### config.mk
export PLATFORM = sky130hd
export DESIGN_NAME = i2c_slv_regs
export DESIGN_NICKNAME = d
export VERILOG_FILES = /design/src/rtl/i2c_slv_pkg.sv /design/src/rtl/i2c_slv_line_sync.sv /design/src/rtl/i2c_slv_addr_cmp.sv /design/src/rtl/i2c_slv_regs.sv
export SDC_FILE = /design/constraint.sdc
export NUM_CORES = 1
export LEC_CHECK = 0
export ABC_AREA = 1
export BUFFER_PORTS_ARGS = -buffer_cell sky130_fd_sc_hd__buf_2
export CORE_UTILIZATION = 65
export CTS_CLUSTER_DIAMETER = 60
export DETAILED_ROUTE_END_ITERATION = 8
export PLACE_DENSITY = 0.95
export SYNTH_ARGS = -nofsm -noshare
export SYNTH_HDL_FRONTEND = slang
export SYNTH_HIERARCHICAL = 1
export SYNTH_SLANG_ARGS = --single-unit
### constraint.sdc
create_clock -name clk -period 3.02 [get_ports clk]
set_clock_uncertainty 0.1 [all_clocks]
set_input_delay 0.302 -clock clk [delete_from_list [all_inputs] [get_ports clk]]
set_output_delay 0.302 -clock clk [all_outputs]
set_load 0.05 [all_outputs]
### src/rtl/i2c_slv_pkg.sv
package i2c_slv_pkg;

    localparam int BYTE_W   = 8;
    localparam int REG_AW   = 2;
    localparam int CTRL_W   = 4;
    localparam int BITCNT_W = $clog2(BYTE_W + 1);

    localparam logic [REG_AW-1:0] RA_DATA = 2'd0;
    localparam logic [REG_AW-1:0] RA_OWN  = 2'd1;
    localparam logic [REG_AW-1:0] RA_CTRL = 2'd2;
    localparam logic [REG_AW-1:0] RA_STAT = 2'd3;

    typedef enum logic [2:0] {
        ST_IDLE,
        ST_ADDR,
        ST_ADDR2,
        ST_RX,
        ST_TX,
        ST_MACK
    } bus_st_e;

    typedef struct packed {
        bus_st_e               st;
        logic [BITCNT_W-1:0]   cnt;
        logic                  in_ack;
        logic                  mack;
        logic                  pull;
        logic [BYTE_W-1:0]     sh;
        logic [BYTE_W-1:0]     rbuf;
        logic                  full;
        logic                  ovf;
        logic                  irq;
        logic                  start_f;
        logic                  stop_f;
        logic                  addrd;
        logic                  gc_hit;
        logic                  ten_armed;
        logic [BYTE_W-1:0]     own;
        logic [CTRL_W-1:0]     ctrl;
    } slv_regs_t;

endpackage

### src/rtl/i2c_slv_line_sync.sv
module i2c_slv_line_sync #(
    parameter int STAGES = 2
) (
    input  logic clk,
    input  logic rst_n,
    input  logic scl_in,
    input  logic sda_in,
    output logic scl_lvl,
    output logic sda_lvl,
    output logic scl_rise,
    output logic scl_fall,
    output logic start_ev,
    output logic stop_ev
);
    logic [STAGES-1:0] scl_sr_q, sda_sr_q;
    logic              scl_p_q, sda_p_q;

    // Idle bus is high: reset to ones so no false edge appears after reset.
    always_ff @(posedge clk or negedge rst_n) begin
        if (!rst_n) begin
            scl_sr_q <= '1;
            sda_sr_q <= '1;
            scl_p_q  <= 1'b1;
            sda_p_q  <= 1'b1;
        end else begin
            scl_sr_q <= {scl_sr_q[STAGES-2:0], scl_in};
            sda_sr_q <= {sda_sr_q[STAGES-2:0], sda_in};
            scl_p_q  <= scl_sr_q[STAGES-1];
            sda_p_q  <= sda_sr_q[STAGES-1];
        end
    end

    always_comb begin
        scl_lvl  = scl_sr_q[STAGES-1];
        sda_lvl  = sda_sr_q[STAGES-1];
        scl_rise = scl_lvl && !scl_p_q;
        scl_fall = !scl_lvl && scl_p_q;
        start_ev = scl_lvl && scl_p_q && sda_p_q && !sda_lvl;
        stop_ev  = scl_lvl && scl_p_q && !sda_p_q && sda_lvl;
    end
endmodule

### src/rtl/i2c_slv_addr_cmp.sv
module i2c_slv_addr_cmp
    import i2c_slv_pkg::*;
(
    input  logic [BYTE_W-1:0] rx_byte,
    input  logic [BYTE_W-1:0] own_lo,
    input  logic [1:0]        own_hi,
    input  logic              ten_bit,
    input  logic              gc_en,
    output logic              hit7,
    output logic              hdr10,
    output logic              lo10,
    output logic              hit_gc
);
    always_comb begin
        hit7   = !ten_bit && (rx_byte[BYTE_W-1:1] == own_lo[BYTE_W-2:0]);
        hdr10  = ten_bit && (rx_byte[BYTE_W-1:1] == {5'b11110, own_hi});
        lo10   = ten_bit && (rx_byte == own_lo);
        hit_gc = gc_en && (rx_byte == '0);
    end
endmodule

### src/rtl/i2c_slv_regs.sv
module i2c_slv_regs
    import i2c_slv_pkg::*;
#(
    parameter int SYNC_STAGES = 2
) (
    input  logic              clk,
    input  logic              rst_n,
    input  logic [REG_AW-1:0] reg_addr,
    input  logic              reg_wr,
    input  logic              reg_rd,
    input  logic [BYTE_W-1:0] reg_wdata,
    output logic [BYTE_W-1:0] reg_rdata,
    input  logic              scl_in,
    input  logic              sda_in,
    output logic              sda_pull,
    output logic              irq
);
    localparam logic [BITCNT_W-1:0] LAST_BIT = BITCNT_W'(BYTE_W);

    slv_regs_t q, d;
    logic scl_lvl, sda_lvl, scl_rise, scl_fall, start_ev, stop_ev;
    logic hit7, hdr10, lo10, hit_gc;
    logic dir_rd;

    i2c_slv_line_sync #(.STAGES(SYNC_STAGES)) sync_i (
        .clk(clk), .rst_n(rst_n), .scl_in(scl_in), .sda_in(sda_in),
        .scl_lvl(scl_lvl), .sda_lvl(sda_lvl), .scl_rise(scl_rise),
        .scl_fall(scl_fall), .start_ev(start_ev), .stop_ev(stop_ev)
    );

    i2c_slv_addr_cmp cmp_i (
        .rx_byte(q.sh), .own_lo(q.own), .own_hi(q.ctrl[3:2]),
        .ten_bit(q.ctrl[0]), .gc_en(q.ctrl[1]),
        .hit7(hit7), .hdr10(hdr10), .lo10(lo10), .hit_gc(hit_gc)
    );

    always_comb begin
        d = q;
        // register bus side
        if (reg_wr) begin
            case (reg_addr)
                RA_DATA: begin d.sh = reg_wdata; d.rbuf = reg_wdata; end
                RA_OWN:  d.own  = reg_wdata;
                RA_CTRL: d.ctrl = reg_wdata[CTRL_W-1:0];
                default: begin d.ovf = reg_wdata[6]; d.irq = reg_wdata[7]; end
            endcase
        end
        if (reg_rd && reg_addr == RA_DATA) d.full = 1'b0;

        // bus side
        if (start_ev) begin
            d.st = ST_ADDR; d.cnt = '0; d.in_ack = 1'b0; d.pull = 1'b0;
            d.start_f = 1'b1; d.stop_f = 1'b0; d.addrd = 1'b0; d.gc_hit = 1'b0;
        end else if (stop_ev) begin
            d.st = ST_IDLE; d.in_ack = 1'b0; d.pull = 1'b0; d.ten_armed = 1'b0;
            d.stop_f = 1'b1; d.start_f = 1'b0; d.addrd = 1'b0; d.gc_hit = 1'b0;
        end else if (q.st != ST_IDLE) begin
            if (scl_rise) begin
                if (q.in_ack) begin
                    if (q.st == ST_MACK) d.mack = !sda_lvl;
                end else if (q.cnt != LAST_BIT) begin
                    d.cnt = q.cnt + 1'b1;
                    if (q.st != ST_TX) d.sh = {q.sh[BYTE_W-2:0], sda_lvl};
                end
            end
            if (scl_fall) begin
                if (q.in_ack) begin
                    // end of ninth clock
                    d.in_ack = 1'b0; d.pull = 1'b0; d.cnt = '0;
                    if (q.st == ST_TX) begin
                        d.pull = !q.sh[BYTE_W-1];
                    end else if (q.st == ST_MACK) begin
                        if (q.mack) begin
                            d.st = ST_TX; d.pull = !q.sh[BYTE_W-1];
                        end else begin
                            d.st = ST_IDLE;
                        end
                    end
                end else if (q.cnt == LAST_BIT) begin
                    // byte complete: decide on the ninth clock
                    d.in_ack = 1'b1;
                    case (q.st)
                        ST_ADDR: begin
                            if (hit_gc) begin
                                d.pull = 1'b1; d.st = ST_RX; d.gc_hit = 1'b1;
                                d.addrd = 1'b1; d.irq = 1'b1;
                            end else if (hit7) begin
                                d.pull = 1'b1; d.addrd = 1'b1; d.irq = 1'b1;
                                d.st = q.sh[0] ? ST_TX : ST_RX;
                            end else if (hdr10 && !q.sh[0]) begin
                                d.pull = 1'b1; d.st = ST_ADDR2;
                            end else if (hdr10 && q.ten_armed) begin
                                d.pull = 1'b1; d.st = ST_TX; d.addrd = 1'b1; d.irq = 1'b1;
                            end else begin
                                d.st = ST_IDLE; d.in_ack = 1'b0;
                            end
                        end
                        ST_ADDR2: begin
                            if (lo10) begin
                                d.pull = 1'b1; d.st = ST_RX; d.ten_armed = 1'b1;
                                d.addrd = 1'b1; d.irq = 1'b1;
                            end else begin
                                d.st = ST_IDLE; d.in_ack = 1'b0;
                            end
                        end
                        ST_RX: begin
                            d.irq = 1'b1;
                            if (q.full) begin
                                d.ovf = 1'b1;
                            end else begin
                                d.rbuf = q.sh; d.full = 1'b1; d.pull = 1'b1;
                            end
                        end
                        default: begin
                            // transmitted byte done: release for master ack
                            d.pull = 1'b0; d.st = ST_MACK; d.irq = 1'b1;
                        end
                    endcase
                end else if (q.st == ST_TX && q.cnt != '0) begin
                    d.sh   = {q.sh[BYTE_W-2:0], 1'b0};
                    d.pull = !q.sh[BYTE_W-2];
                end
            end
        end
    end

    always_ff @(posedge clk or negedge rst_n) begin
        if (!rst_n) q <= '0;
        else        q <= d;
    end

    always_comb begin
        dir_rd = (q.st == ST_TX) || (q.st == ST_MACK);
        case (reg_addr)
            RA_DATA: reg_rdata = q.rbuf;
            RA_OWN:  reg_rdata = q.own;
            RA_CTRL: reg_rdata = {{(BYTE_W-CTRL_W){1'b0}}, q.ctrl};
            default: reg_rdata = {q.irq, q.ovf, q.addrd, q.stop_f, q.start_f,
                                  q.gc_hit, dir_rd, q.full};
        endcase
        sda_pull = q.pull;
        irq      = q.irq;
    end

    // ---------------- assertions ----------------
    p_flags_exclusive_r2: assert property (@(posedge clk) disable iff (!rst_n)
        !(q.start_f && q.stop_f));

    p_idle_release_r3: assert property (@(posedge clk) disable iff (!rst_n)
        (q.st == ST_IDLE) |-> !q.pull);

    p_full_raises_irq_r4: assert property (@(posedge clk) disable iff (!rst_n)
        $rose(q.full) |-> q.irq);

    p_no_overwrite_r5: assert property (@(posedge clk) disable iff (!rst_n)
        (q.full && !(reg_wr && reg_addr == RA_DATA)) |=> $stable(q.rbuf));

    p_overflow_nacks_r5: assert property (@(posedge clk) disable iff (!rst_n)
        ($rose(q.ovf) && !$past(reg_wr && reg_addr == RA_STAT)) |-> (q.full && !q.pull));

    p_drive_scl_low_r9: assert property (@(posedge clk) disable iff (!rst_n)
        (q.pull != $past(q.pull)) |-> (!$past(scl_lvl) || $past(start_ev || stop_ev)));

    p_match_irq_r11: assert property (@(posedge clk) disable iff (!rst_n)
        $rose(q.addrd) |-> q.irq);
endmodule

==> results of run 1 <==
-- Yosys cell counts, drive strengths merged, types with 4 or more instances --
cell and count:
buf 4, a21oi 11, o211ai 4, nand3 24, xnor2 5, dfrtp 46
nor3 7, nand4 4, nor2 43, inv 91, dfstp 6, o21ai 62
nand2 153
-- stage by stage --
| step | worst slack (ns) | hold slack [ns] | instances |
|---|---|---|---|
| finish | 0.891 | 0.0784 | 576 |
| global route | 0.664 | 0.142 | 576 |
| CTS | 0.912 | 0.126 | 576 |
| detailed placement | 0.944 | 0.248 | 566 |
| global placement | 1.02 | 0.247 | 566 |
| floorplan | 1.10 | -0.0936 | 476 |
-- cell type report --
type                            instances  area share (%)
Clock buffer                            6            2.28
Clock inverter                          2           0.415
Inverter                               92            9.68
Multi-Input combinational cell        327            44.5
Sequential cell                        52            36.2
Tap cell                               67            2.32
Timing Repair Buffer                   30            4.63
-- flip-flops by register name (all words and copies together) (netlist names) --
name,cells
sync_i/sda_p_q,1
sync_i/scl_sr_q,2
q,44
sda_pull,1
sync_i/scl_p_q,1
sync_i/sda_sr_q,2
irq,1
-- final timing paths --
kind	slack [ns]	from	end	cells after the start
worst max-delay path	0.89	sync_i/scl_sr_q[1]	q[30]	11
worst min-delay path	0.08	rst_n	q[31]	1
worst max register to register	0.89	sync_i/scl_sr_q[1]	q[30]	11
worst min register to register	0.26	sync_i/sda_sr_q[0]	sync_i/sda_sr_q[1]	0
max in group asynchronous	1.95	rst_n	sync_i/sda_sr_q[0]	2
min in group clk	0.14	reg_wdata[5]	q[9]	2
-- power groups by stage --
stage	Sequential [mW]	Combinational [mW]	Clock [mW]
final	0.903	0.551	0.431
after global routing	0.914	0.616	0.462
after CTS	0.899	0.542	0.434
after detailed placement	0.912	0.537	0
after global placement	0.908	0.520	0
after floorplan	0.884	0.403	0
-- kinds of logic after synthesis --
group / after synthesis
fa+ha+maj: 2
flops: 52
buf+inv: 97
simple gates: 231
xor+xnor: 6
compound gates: 86
mux: 2
-- per-layer routing --
metal	up-vias	global-route usage, %	share of wire, %
li1	1558	-	-
met4	0	12.0	1.7
met5	-	0	0
met3	17	10.0	10
met1	1460	49.0	44
met2	146	52.5	44
-- layout by cell type (no fill, tap or decap), types with 3 or more instances in the layout --
cell type,instances
sky130_fd_sc_hd__clkbuf_8,6
sky130_fd_sc_hd__buf_2,25
sky130_fd_sc_hd__o211ai_1,4
sky130_fd_sc_hd__nand3_1,23
sky130_fd_sc_hd__nand2_2,3
sky130_fd_sc_hd__o21ai_2,9
sky130_fd_sc_hd__nor2_2,7
sky130_fd_sc_hd__o21ai_1,6
sky130_fd_sc_hd__nand4_1,4
sky130_fd_sc_hd__nor3_1,5
sky130_fd_sc_hd__dfstp_2,6
sky130_fd_sc_hd__o21ai_0,47
sky130_fd_sc_hd__a21oi_1,11
sky130_fd_sc_hd__dfrtp_1,46
sky130_fd_sc_hd__nor2_1,35
sky130_fd_sc_hd__xnor2_1,5
sky130_fd_sc_hd__nand2_1,146
sky130_fd_sc_hd__o2111ai_1,3
sky130_fd_sc_hd__inv_1,81
sky130_fd_sc_hd__inv_2,10
sky130_fd_sc_hd__nand2_4,4
sky130_fd_sc_hd__buf_4,3
-- what timing repair did --
action                     in CTS  in global routing
setup endpoints to repair       0                  0
resized for setup               0                  0
hold endpoints to repair        2                  0
hold buffers                    2                  0
==> reports/results.txt, run 1 <==
The H-tree was split into 2 levels. The cell with the most instances on the worst path was sky130_fd_sc_hd__nand2_1. The all-layer global routing usage was 35.1%. The synthesized-area fraction occupied by adder cells is 0.755%. The async set or reset register ratio after synthesis was 100%; the final-stage net count was 526. In the final layout, flip-flops and latches occupy 0.00131 mm². The total buffers and inverters traversed by the critical path was 3. Net switching is 38.7% of the power. The run gives 2912 as the via count of the first global-routing pass. At the end of routability-driven placement, the weighted congestion stood at 0.965. After synthesis, the largest family of logic cells by area is simple AND/OR/NAND/NOR gates. The worst-case IR drop observed on VDD is 0.390 mV.

The analysis attributes to net switching a power of 0.729 mW. The fraction of the cycle the final worst path needs was 70.5%; the count of filler cells inserted in the layout was 396. Average detailed-routed wire length per instance: 14.8 µm.

The initial antenna violation count is 0, and the total leakage power is 1.91 nW. STA classifies the critical path endpoint as a flip-flop. In this run the power density over the cells is 521 mW/mm². Synthesis produced a netlist with a net count of 494. Ranked by total cell area, the synthesized netlist is headed by sky130_fd_sc_hd__dfrtp_1 (35%), sky130_fd_sc_hd__nand2_1 (17%), sky130_fd_sc_hd__inv_1 (9.2%). The remaining routing DRC violations is 0. The count of buffers added on input and output ports is 25.

Summing over every cut layer, the via total after detailed routing is 3181. In this run, synthesis inferred 0 flip-flops with an integrated enable. The synthesized netlist devotes 1.58% of its cell area to XOR and XNOR gates. Setup repair after global routing left no endpoint under its margin. The synthesized netlist devotes 15.2% of its cell area to compound gates. The logs give 0.00539 mm² for the area of the die and 470 MHz for the highest clock rate. Along the worst path, the maximum fanout reaches 12. Internal cell power: 1.16 mW. The finished cells cover 0.00362 mm². For the worst path arrival time, the log shows 2.24 ns. The completed layout was analyzed and its total power is 1.88 mW. After synthesis the netlist holds a flip-flop and latch count of 52.

Headroom to the max-slew limit came out at 26.8%. The clock network latency to the later pin of the worst-skew pair was 0.31 ns. The yosys synthesis warning count is 6. The worst hold path belongs to the class in -> async.

The detailed router finished its first iteration with 368 violations. For the overflow left after global routing, the log shows 0. The tools report the number of distinct library cell variants in the gate-level netlist after synthesis as 35. The tools report the buffer type at the clock tree root as sky130_fd_sc_hd__clkbuf_8. The ratio of routed vias to standard cells is 5.52, and the placeable core region is 0.00482 mm². The run gives 0 as the post-route antenna net violation count. Once detailed placement completed, the half-perimeter wirelength came to 6500 µm. The first global-routing pass estimated 14000 µm of wire. Row generation in the floorplan step produced 25 rows. The setup path with the least slack is of type reg -> reg. Combinational cell fraction of total power: 29.2%. After clock tree synthesis, the clock-pin slew on the worst setup and hold paths is 0.10 ns. The run gives 0 as the number of diodes added for antenna fixing. Mean instance size in the synthesized netlist: 6.97 µm². The initial utilization of the core area, before any placement, comes to 68.8%. Setup violations remaining at the end of the flow were counted as 0.

For this run, the detailed router's first-pass iteration total came to 7. The share of total power in sequential cells was 47.9%; the final-report hold violation count was 0. The cell at the slowest stage of the critical path was sky130_fd_sc_hd__dfstp_2. The horizontal die dimension was 73.4 µm; the height of the die was 73.4 µm. On the worst path, the slowest cell contributes a delay of 0.57 ns. The logs give 0.00332 mm² for the cell area after synthesis and 5 for the total CTS buffers. The boundary pin count is 26. For the share of power burned in the clock network, the log shows 22.9%. The most area-hungry cell type in the Yosys netlist is sky130_fd_sc_hd__dfrtp_1.

For the required arrival time at the worst endpoint, the log shows 3.13 ns. TritonCTS built the clock tree. For this run, the leading register cell type out of synthesis is sky130_fd_sc_hd__dfrtp_1. The run finished with clean final reports. The basic-gate share of the synthesized area counting and, or, nand and nor cells came out at 30.4%.

The placed instances occupy a cell area of 0.00350 mm². Once layout is complete, the utilization of the core stands at 75.1%. Area share of the leading cell type in the synthesized netlist: 34.7%. The startpoint type of the worst setup path was a flip-flop.

The run gives 0 as the max-slew violation total from the final report. The post-synthesis mux area share is 0.679%. The post-detailed-routing wire length is 8550 µm, and the minimum clock period after layout is 2.13 ns.

For the area of the multi-input gates, the log shows 0.00161 mm². In the final layout, the share of cells above drive strength 1 is 16.1%. For this design, the sink count on the clock tree is 52.

The critical path goes through inv_1 -> nor2_1 -> nand2_1 -> nor2_1 -> o21ai_2 -> nand2_1 -> nand2_2 -> inv_2 -> nand2_1 -> o21ai_1 -> inv_1. For the deepest clock path buffer count, the log shows 2. The number of buffers inserted to repair setup after CTS was 0; the number of maximum-capacitance violations was 0. The run gives 0 ns as the total negative slack. At the pin with the least slew margin, the transition time is 1.10 ns. The cell family contributing the most delay on the critical path was simple AND/OR/NAND/NOR gates.

The tools report the largest net degree at the start of global routing as 50. The synthesized instance count was 476. The post-synthesis to final-layout area growth was 9.17%. Of the synthesized area, sequential elements account for 39.5%.
No activity file was read; power rests on OpenSTA's default activity.
==> run 2: changes to the inputs <==
--- a/config.mk
+++ b/config.mk
@@ -7,10 +7,10 @@
 export LEC_CHECK = 0
 export ABC_AREA = 1
 export BUFFER_PORTS_ARGS = -buffer_cell sky130_fd_sc_hd__buf_2
-export CORE_UTILIZATION = 65
+export CORE_UTILIZATION = 60
 export CTS_CLUSTER_DIAMETER = 60
 export DETAILED_ROUTE_END_ITERATION = 8
-export PLACE_DENSITY = 0.95
+export PLACE_DENSITY = 0.91
 export SYNTH_ARGS = -nofsm -noshare
 export SYNTH_HDL_FRONTEND = slang
 export SYNTH_HIERARCHICAL = 1
==> constraint.sdc (replaced) <==
create_clock -name clk -period 2 [get_ports clk]
set_clock_uncertainty 0.1 [all_clocks]
set_input_delay 0.2 -clock clk [delete_from_list [all_inputs] [get_ports clk]]
set_output_delay 0.2 -clock clk [all_outputs]
set_load 0.05 [all_outputs]
==> run 2 against run 1 <==
Critical path depth did not move. Power rose by 57%. Worst hold slack got worse by 0.050 ns. Cell count rose by 4.0%. Largest power group unchanged.
==> reports/results.txt, run 2 (synthesis results as in run 1) <==
The run finished with clean final reports. The via count of the routed design is 3410. The last weighted congestion value of the routability-driven placer is 1.06, and the half-perimeter wire length of the detailed placement result is 6470 µm. Setup violations remaining at the end of the flow were counted as 0. The core region is 0.00520 mm². The total routed wire length on the met1 layer was 3840 µm; the average detailed-routed wire length per instance was 15.8 µm. Once detail routing completed, the nets flagged for antenna violations numbered 0. For the first-pass iteration count of the detailed router, the log shows 6. In this run the worst hold path is classified as in -> reg. The highest clock rate is 503 MHz, and the clock transition at the register clock pins on the worst setup and hold paths after CTS is 0.09 ns. The count of non-filler cells in the finished layout is 599, and the minimum clock period after layout is 1.99 ns. The required arrival time at the worst endpoint was 2.07 ns; the largest vdd supply drop was 0.495 mV. The top cell types in the final layout, fill and taps aside, are sky130_fd_sc_hd__nand2_1 (142), sky130_fd_sc_hd__inv_1 (79), sky130_fd_sc_hd__o21ai_0 (47). The via count of the first global-routing pass was 3101. The run gives 34 as the largest net degree at the start of global routing. The net count of the finished layout is 546. After detailed routing, the met2 layer carries 4330 µm of wire.

The worst setup path is launched from a flip-flop. The area of the die came out at 0.00583 mm². The all-layer global routing usage is 32.6%. STA classifies the critical path endpoint as a flip-flop. The deepest clock path buffer count was 2. TritonCTS built the clock tree. The total leakage power came out at 2.02 nW. The actual transition at the worst max-transition pin works out to 0.536 ns. Initial antenna violation count: 0. The instance count after placement with tap cells included is 576, and the met3 wire length is 967 µm. The power per cell area came out at 765 mW/mm². STA puts the critical path data arrival time at 2.05 ns.

The worst slew margin relative to its limit came out at 63.9%. Cell at the slowest stage of the critical path: sky130_fd_sc_hd__dfstp_2. After the first detailed-routing iteration, the DRC count stood at 506. The placed cell area is 0.00357 mm², and the fraction of layout cells with a size suffix above 1 is 22.7%.

The remaining routing DRC violations is 0. In this design, the stage delay of the slowest critical-path cell is 0.56 ns. For the worst flop-to-flop path, the logic depth is 11. Max-cap violations in this run came to 0. The initial utilization of the core area, before any placement, comes to 63.7%. Setup slack on the worst reg-to-reg path comes out at 0.01 ns.

Leaving out fill and tap cells, the most frequent cell in the layout is sky130_fd_sc_hd__nand2_1. The number of clock sinks seen by CTS was 52. The tools report the max-slew violation total from the final report as 0. Using the TritonRoute via totals, the vias-per-cell ratio works out to 5.69. The tree is rooted in a sky130_fd_sc_hd__clkbuf_8.

The post-synthesis to final-layout area growth works out to 16.8%. The floorplan has 26 rows. Height of the die: 76.3 µm. Counting the buffers created by CTS gives 5. At the later pin of the worst-skew pair, clock insertion delay measures 0.31 ns. Along the worst path, the maximum fanout reaches 5. The cell depth of the worst min-delay path was 4; the number of diodes added for antenna fixing was 0. Input and output buffers added on the ports amount to 25. After detailed routing, the total wire length is 9480 µm.

From left edge to right edge, the die measures 76.3 µm. Overflow left after global routing: 0. The first global-routing pass estimated 14800 µm of wire.

For this design the top-level I/O count stands at 26. The number of flip-flops in the largest register is 44. After layout, the worst path uses 99.4% of the clock period. The largest registers in the layout are q: 44 flops, sync_i/scl_sr_q: 2 flops, sync_i/sda_sr_q: 2 flops. The class of the most critical setup path was reg -> reg. The critical path goes through nand2_1 -> nor2_4 -> clkinv_4 -> nand2_4 -> inv_4 -> nand2_4 -> clkinvlp_4 -> nand2_2 -> a21oi_1 -> o21ai_0 -> o21ai_0. The final-report hold violation count is 0, and the final-layout worst hold slack is 0.0283 ns.

The uppermost layer routed was met4. q holds more flip-flops than any other register. Setup repair after global routing could not meet its margin everywhere.

After routing the design area is 0.00387 mm². The number of levels in the clock H-tree was 2. Counting the fill cells in the layout gives 399.
## run 2: changes by cell type in the layout (fill, tap and decap cells not counted), moves of 4 or more
| cell | change |
|---|---|
| sky130_fd_sc_hd__buf_4 | +16 |
| sky130_fd_sc_hd__nand2_1 | -4 |
| sky130_fd_sc_hd__nor2_1 | -4 |
| sky130_fd_sc_hd__dfrtp_2 | +7 |
| sky130_fd_sc_hd__dfrtp_1 | -7 |
## run 2: critical path, delay by kind of cell (launching register included)
kind / cells / cell delay (ns)
AND/OR/NAND/NOR: 5 / 0.58
AO/OA/AOI/OAI: 3 / 0.29
buffers and inverters: 3 / 0.30
flip-flops: 1 / 0.56
## run 2: worst paths after layout
check	start	to
setup / recovery	sync_i/scl_sr_q[1]	q[39]
hold / removal	reg_rd	q[19]
setup reg to reg	sync_i/scl_sr_q[1]	q[39]
hold reg to reg	sync_i/scl_sr_q[0]	sync_i/scl_sr_q[1]
max in group asynchronous	rst_n	sync_i/sda_p_q
min in group asynchronous	rst_n	q[8]
## run 2: per-layer routing
layer | track usage, % | vias up
met5 | 0 | -
met4 | 10.2 | 0
met3 | 5.03 | 38
met2 | 51.4 | 218
met1 | 46.2 | 1555
li1 | - | 1599
## run 2: report_power, final
part	switching (mW)	leakage [nW]	internal [mW]
combinational	0.622	1.32	0.343
clock	0.359	0.0510	0.277
sequential	0.168	0.645	1.19
## run 2: stage by stage
stage	power [mW]	util (%)	TNS [ns]	setup slack, ns
global placement	2.17	68.6	0	0.0428
finish	2.96	74.4	0	0.0116
detailed placement	2.20	68.6	-0.117	-0.0280
CTS	2.84	71.5	0	0.00684
floorplan	1.94	-	0	0.141
global route	3.12	74.4	-0.500	-0.0692
## run 2: final cells by class
cell class / instances / area (µm²) / share of cell area [%]
clock buffer: 6 / 82.6 / 2.13
clock inverter: 2 / 10.0 / 0.258
inverter: 92 / 359 / 9.27
multi-input combinational: 328 / 1690 / 43.5
sequential: 52 / 1320 / 34.0
tap: 70 / 87.6 / 2.26
timing repair buffer: 49 / 332 / 8.56
## run 2: timing repair
item	in CTS	in global routing
hold buffers	3	0
setup buffers	1	10
hold endpoints to repair	21	0
setup endpoints to repair	14	25
cloned	1	0
resized for setup	2	27
pin swaps	2	5
